===== src/rtl/mbox_pkg.sv =====
package mbox_pkg;

   typedef enum logic [1:0] {
      WIN_PUSH  = 2'd0,
      WIN_HCTL  = 2'd1,
      WIN_POP   = 2'd2,
      WIN_PSTAT = 2'd3
   } mbox_win_e;

   localparam int unsigned B_IE   = 0;
   localparam int unsigned B_PEND = 1;
   localparam int unsigned B_BELL = 2;
   localparam int unsigned B_RDY  = 3;
   localparam int unsigned B_RST  = 4;
   localparam int unsigned B_OVF  = 5;
   localparam int unsigned B_PRDY = 0;

   localparam int unsigned CTL_W  = 5;
   localparam int unsigned PTR_W  = 8;

   function automatic logic [31:0] status_word(input logic [7:0] depth,
                                               input logic [7:0] wr_p,
                                               input logic [7:0] rd_p,
                                               input logic [7:0] flags);
      return {depth, wr_p, rd_p, flags};
   endfunction

   function automatic bit depth_ok(input int unsigned d);
      return (d >= 2) && (d <= 128) && ((d & (d - 1)) == 0);
   endfunction

endpackage


===== src/rtl/mbox_ring.sv =====
module mbox_ring
   import mbox_pkg::*;
#(
   parameter int unsigned DW    = 32,
   parameter int unsigned DEPTH = 16
) (
   input  logic             clk,
   input  logic             rst_n,
   input  logic             clr,
   input  logic             push,
   input  logic [DW-1:0]    push_data,
   input  logic             pop,
   output logic [DW-1:0]    head_data,
   output logic [PTR_W-1:0] rd_ptr,
   output logic [PTR_W-1:0] wr_ptr,
   output logic             empty,
   output logic             ovf
);

   localparam int unsigned AW = $clog2(DEPTH);
   localparam logic [PTR_W-1:0] DEPTH_P = PTR_W'(DEPTH);

   logic [PTR_W-1:0] occ;
   logic             full;
   logic [DW-1:0]    slots [DEPTH];

   assign occ   = wr_ptr - rd_ptr;
   assign full  = (occ == DEPTH_P);
   assign empty = (occ == '0);

   generate
      for (genvar i = 0; i < DEPTH; i++) begin : g_slot
         logic [DW-1:0] slot_q;
         always_ff @(posedge clk) begin
            if (push && !full && (wr_ptr[AW-1:0] == AW'(i)))
               slot_q <= push_data;
         end
         assign slots[i] = slot_q;
      end
   endgenerate

   assign head_data = empty ? '0 : slots[rd_ptr[AW-1:0]];

   always_ff @(posedge clk or negedge rst_n) begin
      if (!rst_n) begin
         wr_ptr <= '0;
         rd_ptr <= '0;
         ovf    <= 1'b0;
      end else if (clr) begin
         wr_ptr <= '0;
         rd_ptr <= '0;
         ovf    <= 1'b0;
      end else begin
         if (push && !full) wr_ptr <= wr_ptr + 1'b1;
         if (push && full)  ovf    <= 1'b1;
         if (pop && !empty) rd_ptr <= rd_ptr + 1'b1;
      end
   end

   // occupancy is bounded by the depth
   assert_occ_bound_R3: assert property (@(posedge clk) disable iff (!rst_n)
      (wr_ptr - rd_ptr) <= DEPTH_P);

   // a push into a full buffer leaves the write pointer in place
   assert_full_drop_R3: assert property (@(posedge clk) disable iff (!rst_n)
      (push && full && !clr) |=> (wr_ptr == $past(wr_ptr)));

   // a pop from an empty buffer leaves the read pointer in place
   assert_empty_pop_R4: assert property (@(posedge clk) disable iff (!rst_n)
      (pop && empty && !clr) |=> (rd_ptr == $past(rd_ptr)));

endmodule


===== src/rtl/mbox_ctl.sv =====
module mbox_ctl
   import mbox_pkg::*;
(
   input  logic             clk,
   input  logic             rst_n,
   input  logic             ctl_we,
   input  logic [CTL_W-1:0] ctl_wdata,
   input  logic             peer_ready,
   input  logic             peer_event,
   output logic             ie_q,
   output logic             pend_q,
   output logic             rdy_q,
   output logic             rst_q,
   output logic             bell_q,
   output logic             release_now
);

   logic start_rst;

   assign release_now = ctl_we && rst_q && !ctl_wdata[B_RST];
   assign start_rst   = ctl_we && !rst_q && ctl_wdata[B_RST];

   always_ff @(posedge clk or negedge rst_n) begin
      if (!rst_n) begin
         ie_q   <= 1'b0;
         pend_q <= 1'b0;
         rdy_q  <= 1'b0;
         rst_q  <= 1'b0;
         bell_q <= 1'b0;
      end else begin
         if (ctl_we) begin
            ie_q  <= ctl_wdata[B_IE];
            rst_q <= ctl_wdata[B_RST];
         end

         if (release_now)
            pend_q <= 1'b0;
         else if (peer_event)
            pend_q <= 1'b1;
         else if (ctl_we && ctl_wdata[B_PEND])
            pend_q <= 1'b0;

         if (start_rst)
            rdy_q <= 1'b0;
         else if (ctl_we) begin
            if (!ctl_wdata[B_RDY])
               rdy_q <= 1'b0;
            else if (peer_ready && !rst_q)
               rdy_q <= 1'b1;
         end

         bell_q <= ctl_we && ctl_wdata[B_BELL] && !release_now;
      end
   end

   // a zero written to the pending bit keeps it
   assert_pend_keep_R6: assert property (@(posedge clk) disable iff (!rst_n)
      (pend_q && ctl_we && !ctl_wdata[B_PEND] && !release_now) |=> pend_q);

   // every doorbell pulse comes from a trigger write
   assert_bell_source_R8: assert property (@(posedge clk) disable iff (!rst_n)
      bell_q |-> $past(ctl_we && ctl_wdata[B_BELL]));

   // reset cannot be re-entered while it is held
   assert_rst_hold_R9: assert property (@(posedge clk) disable iff (!rst_n)
      (rst_q && ctl_we && ctl_wdata[B_RST]) |=> rst_q);

   // entering reset drops host ready
   assert_rst_drops_rdy_R9: assert property (@(posedge clk) disable iff (!rst_n)
      $rose(rst_q) |-> !rdy_q);

   // host ready only rises after the peer reported ready
   assert_rdy_after_peer_R10: assert property (@(posedge clk) disable iff (!rst_n)
      $rose(rdy_q) |-> $past(peer_ready));

endmodule


===== src/rtl/mbox_ctrl.sv =====
module mbox_ctrl
   import mbox_pkg::*;
#(
   parameter int unsigned OUT_DEPTH = 16,
   parameter int unsigned IN_DEPTH  = 16,
   parameter bit          IRQ_REG   = 1'b0
) (
   input  logic        clk,
   input  logic        rst_n,
   input  logic        hst_wr,
   input  logic        hst_rd,
   input  logic [1:0]  hst_addr,
   input  logic [31:0] hst_wdata,
   output logic [31:0] hst_rdata,
   output logic        host_irq,
   output logic        host_ready,
   output logic        host_in_reset,
   output logic        doorbell,
   input  logic        peer_ready,
   input  logic        peer_event,
   input  logic        pr_pop,
   output logic [31:0] pr_pop_data,
   output logic        pr_has_data,
   input  logic        pr_push,
   input  logic [31:0] pr_push_data,
   output logic        pr_can_push
);

   localparam int unsigned WORD_W = 32;
   localparam logic [7:0] OUT_D8 = 8'(OUT_DEPTH);
   localparam logic [7:0] IN_D8  = 8'(IN_DEPTH);

   generate
      if (!depth_ok(OUT_DEPTH)) begin : g_bad_out
         $error("OUT_DEPTH must be a power of two in 2..128");
      end
      if (!depth_ok(IN_DEPTH)) begin : g_bad_in
         $error("IN_DEPTH must be a power of two in 2..128");
      end
   endgenerate

   mbox_win_e win;
   logic      out_push, in_pop, ctl_we;
   logic      ie, pend, rdy, rstb, clr;
   logic [PTR_W-1:0] o_rd, o_wr, i_rd, i_wr;
   logic      o_empty, i_empty, o_ovf, i_ovf;
   logic [WORD_W-1:0] i_head;
   logic [7:0] ctl_flags, pst_flags;

   assign win      = mbox_win_e'(hst_addr);
   assign out_push = hst_wr && (win == WIN_PUSH);
   assign ctl_we   = hst_wr && (win == WIN_HCTL);
   assign in_pop   = hst_rd && (win == WIN_POP);

   mbox_ctl u_ctl (
      .clk         (clk),
      .rst_n       (rst_n),
      .ctl_we      (ctl_we),
      .ctl_wdata   (hst_wdata[CTL_W-1:0]),
      .peer_ready  (peer_ready),
      .peer_event  (peer_event),
      .ie_q        (ie),
      .pend_q      (pend),
      .rdy_q       (rdy),
      .rst_q       (rstb),
      .bell_q      (doorbell),
      .release_now (clr)
   );

   mbox_ring #(.DW(WORD_W), .DEPTH(OUT_DEPTH)) u_out (
      .clk       (clk),
      .rst_n     (rst_n),
      .clr       (clr),
      .push      (out_push),
      .push_data (hst_wdata),
      .pop       (pr_pop),
      .head_data (pr_pop_data),
      .rd_ptr    (o_rd),
      .wr_ptr    (o_wr),
      .empty     (o_empty),
      .ovf       (o_ovf)
   );

   mbox_ring #(.DW(WORD_W), .DEPTH(IN_DEPTH)) u_in (
      .clk       (clk),
      .rst_n     (rst_n),
      .clr       (clr),
      .push      (pr_push),
      .push_data (pr_push_data),
      .pop       (in_pop),
      .head_data (i_head),
      .rd_ptr    (i_rd),
      .wr_ptr    (i_wr),
      .empty     (i_empty),
      .ovf       (i_ovf)
   );

   assign pr_has_data   = !o_empty;
   assign pr_can_push   = ((i_wr - i_rd) != IN_D8);
   assign host_ready    = rdy;
   assign host_in_reset = rstb;

   assign ctl_flags = {2'b00, o_ovf, rstb, rdy, 1'b0, pend, ie};
   assign pst_flags = {2'b00, i_ovf, 4'b0000, peer_ready};

   always_ff @(posedge clk or negedge rst_n) begin
      if (!rst_n)
         hst_rdata <= '0;
      else if (hst_rd) begin
         unique case (win)
            WIN_PUSH:  hst_rdata <= '0;
            WIN_HCTL:  hst_rdata <= status_word(OUT_D8, o_wr, o_rd, ctl_flags);
            WIN_POP:   hst_rdata <= i_head;
            WIN_PSTAT: hst_rdata <= status_word(IN_D8, i_wr, i_rd, pst_flags);
            default:   hst_rdata <= '0;
         endcase
      end
   end

   generate
      if (IRQ_REG) begin : g_irq_ff
         logic irq_q;
         always_ff @(posedge clk or negedge rst_n) begin
            if (!rst_n) irq_q <= 1'b0;
            else        irq_q <= ie && pend;
         end
         assign host_irq = irq_q;
      end else begin : g_irq_comb
         assign host_irq = ie && pend;
      end
   endgenerate

   // interrupt only while enabled (checked at the output pin)
   assert_irq_gated_R7: assert property (@(posedge clk) disable iff (!rst_n)
      (!ie && !$past(ie)) |-> !host_irq);

   // releasing reset empties the outbound buffer
   assert_release_empties_R9: assert property (@(posedge clk) disable iff (!rst_n)
      clr |=> !pr_has_data);

endmodule


===== config.mk =====
export PLATFORM = sky130hd
export DESIGN_NAME = mbox_ctrl
export DESIGN_NICKNAME = d
export VERILOG_FILES = /design/src/rtl/mbox_pkg.sv /design/src/rtl/mbox_ring.sv /design/src/rtl/mbox_ctl.sv /design/src/rtl/mbox_ctrl.sv
export SDC_FILE = /design/constraint.sdc
export NUM_CORES = 1
export LEC_CHECK = 0
export CAP_MARGIN = 5
export CORE_MARGIN = 2
export CORE_UTILIZATION = 40
export CTS_CLUSTER_DIAMETER = 60
export DETAILED_ROUTE_END_ITERATION = 12
export DONT_BUFFER_PORTS = 1
export PLACE_DENSITY = 0.51
export SLEW_MARGIN = 5
export SYNTH_ARGS = -nofsm -noshare
export SYNTH_HDL_FRONTEND = slang
export SYNTH_SLANG_ARGS = --single-unit

===== constraint.sdc =====
create_clock -name clk -period 9.67 [get_ports clk]
set_clock_uncertainty 0.15 [all_clocks]
set_input_delay 1.934 -clock clk [delete_from_list [all_inputs] [get_ports clk]]
set_output_delay 1.934 -clock clk [all_outputs]
set_load 0.02 [all_outputs]

==> results.cfg <==
[clock_tree]
cts-root-buf = clkbuf_16
cts-buffers-inserted = 117
clk_pin_slew_worst_paths_ns = 0.06
cts_tree = yes
insertion_delay_ns = 0.69
htree_levels = 3
max-clock-path-buffers = 3
hold_buffers = 0
cts.sinks = 1095
post-cts-setup-buffer-count = 0
cts.repair.resized = 0

[placed_design]
place_hpwl_um = 55540
gp_congestion = 0.7955
port_buffers = 0

[yosys]
avgSynthCellArea_um2 = 21.68
synth_edf_count = 1024
async_flop_share_pct = 6.484
yosys_warnings = 0
syn_inst = 1989
ys_seq_area_share_pct = 75.44
ys_ff_latch = 1095
synth_cell_types = 61
syn-num-nets = 2087
synth_area_um2 = 43120
ys.flop_type = edfxtp_1

[timing]
finalHoldViolCount = 0
fin_crit_ns = 6.579
hold_slack_ns = 0.3789
fmax_ghz = 0.1520
fin_tns_setup_ns = 0
slew_viol_final = 0
final-setup-viol-count = 0
post-route-period-util_pct = 68.04
rsz0062_at_grt = no
tightest_slew_ns = 1.110
relSlewSlack_pct = 26.01

[die]
dieHeight_um = 332.3
rows = 120
ios = 144
die_x_um = 332.3
initial_core_util_pct = 40.27
die-area_um2 = 110400
core_um2 = 107100

[routing]
routedWlPerCell_um = 29.36
wl_um = 104500
drc = 0
first_pass_iters = 5
vias_per_cell = 5.633
drt-initial-drc-count = 1778
vias = 20050
ant_nets = 0

[global_route]
antenna_found_initial = 1
grt_max_degree = 72
track_usage_pct = 18.97
grt_pass1_vias = 21250
overflow = 0
grt_pass1_wl_um = 151000

[worst_setup_path]
cp.arrival_ns = 4.50
cp_max_fo = 65
crit_type = flip-flop to output pin
critical_path_required_ns = 7.59
cp-end-kind = output pin
startpoint_type = flip-flop

[power]
p_leak_nw = 15.58
power_density_nw_per_um2 = 287.0
ir_drop_uv = 165.0

[job]
timing.max_cap.violations = 0

[layout]
layout.nets = 2151
most-common-layout-cells = edfxtp_1 (1024), mux4_2 (320), clkbuf_16 (119), dfrtp_1 (65), buf_4 (52)
final_common_cell = edfxtp_1
areaGrowthSynthToFinish_pct = 13.34
diodes = 0
drive_gt1_share_pct = 28.48
fillers = 8903

[run_status]
status = finished clean

[min_path]
hp-class = flip-flop to flip-flop
## logic make-up (layout without fill, tap and decap cells)
group           Yosys count  in the layout  synth area share, %
compound gates          131            131                2.081
xor+xnor                 11             11               0.2234
fa+ha+maj                24             24               0.6965
buf+inv                 155            322                1.428
flops                  1095           1095                75.44
mux                     340            340                17.21
simple gates            233            233                2.922
## sequential cells by signal, indices dropped and copies added (netlist names)
name and cells:
u_out.g_slot.slot_q 512, u_in.g_slot.slot_q 512, hst_rdata 32, u_in.wr_ptr 8, u_ctl.rst_q 1, u_ctl.rdy_q 1
u_in.rd_ptr 8, u_out.wr_ptr 8, u_ctl.ie_q 1, u_out.ovf 1, u_in.ovf 1, u_ctl.bell_q 1
u_ctl.pend_q 1, u_out.rd_ptr 8
## cell type report
cell class | instances | area, µm² | share of cell area, %
Sequential cell | 1095 | 32540 | 66.59
Inverter | 48 | 180.2 | 0.3687
Clock buffer | 151 | 3188 | 6.524
Timing Repair Buffer | 52 | 390.4 | 0.7988
Clock inverter | 71 | 742.0 | 1.518
Multi-Input combinational cell | 739 | 10070 | 20.60
Tap cell | 1403 | 1755 | 3.592
## power breakdown
group	switching (mW)	internal [mW]
Clock	1.83	2.68
Sequential	0.423	5.53
Combinational	1.81	1.76
## worst paths after layout
check | from | endpoint | slack, ns | depth (start not counted)
worst max register to register | u_out.rd_ptr[1]$_DFFE_PN0P_ | u_out.g_slot[6].slot_q[3]$_DFFE_PP_ | 4.52 | 9
worst min register to register | u_in.ovf$_DFFE_PN0P_ | u_in.ovf$_DFFE_PN0P_ | 0.38 | 1
worst max-delay path | u_out.rd_ptr[1]$_DFFE_PN0P_ | pr_pop_data[18] | 3.09 | 9
worst min-delay path | u_in.ovf$_DFFE_PN0P_ | u_in.ovf$_DFFE_PN0P_ | 0.38 | 1
min in group asynchronous | rst_n | hst_rdata[29]$_DFFE_PN0P_ | 0.79 | 0
max in group asynchronous | rst_n | hst_rdata[18]$_DFFE_PN0P_ | 8.29 | 0
## through the flow
step	instance area [µm²]	power (mW)	utilization, %	std cells	setup WS (ns)
2_1_floorplan	43120	8.685	-	1989	2.892
3_3_place_gp	44940	9.653	41.98	3337	3.975
3_5_place_dp	44940	9.709	41.98	3337	3.858
4_1_cts	48870	14.22	45.65	3559	3.068
5_1_grt	48870	14.62	45.65	3559	2.812
6_report	48870	14.02	45.65	3559	3.091
## Yosys cell counts (3+ instances only)
cell | number | area, µm²
buf_1 | 21 | 78.83
nor3_1 | 5 | 25.02
nand2_1 | 45 | 168.9
o211ai_1 | 3 | 22.52
o221ai_1 | 3 | 26.28
nand2b_1 | 7 | 43.79
xnor2_1 | 7 | 61.31
or3_1 | 13 | 81.33
and3_1 | 19 | 118.9
and2_1 | 15 | 93.84
clkbuf_1 | 66 | 247.7
a32oi_1 | 19 | 166.4
mux2_2 | 10 | 112.6
xor2_1 | 4 | 35.03
inv_1 | 46 | 172.7
nor2_1 | 39 | 146.4
nand3_1 | 15 | 75.07
nor4_1 | 4 | 25.02
mux2i_1 | 10 | 100.1
edfxtp_1 | 1024 | 30750
nor2b_1 | 43 | 269.0
mux4_2 | 320 | 7207
dfrtp_1 | 71 | 1777
nor4b_1 | 5 | 43.79
o31ai_1 | 4 | 30.03
ha_1 | 24 | 300.3
o22ai_1 | 10 | 62.56
or4_1 | 4 | 30.03
a21oi_1 | 40 | 200.2
o21a_1 | 3 | 22.52
o21ai_0 | 28 | 140.1
nand4_1 | 10 | 62.56
buf_2 | 17 | 85.08
## per-layer routing
layer	GRT usage, %	vias up	part of all wire, %
met5	0	-	0
met4	5.580	0	2.5
met3	3.848	160	5.4
met2	33.11	512	52
met1	23.94	10890	40
li1	-	8482	-
## worst max-delay path, stage by stage (launching register included)
cell and delay, ns:
dfrtp_4 1.09, inv_1 0.23, ha_1 0.38, nor2b_1 0.20, o31ai_2 0.38, a311o_1 0.27, o211ai_2 0.18, nor3b_4 0.20
buf_4 0.54, nor2b_1 0.26
Power figures use the tool's default switching activity.
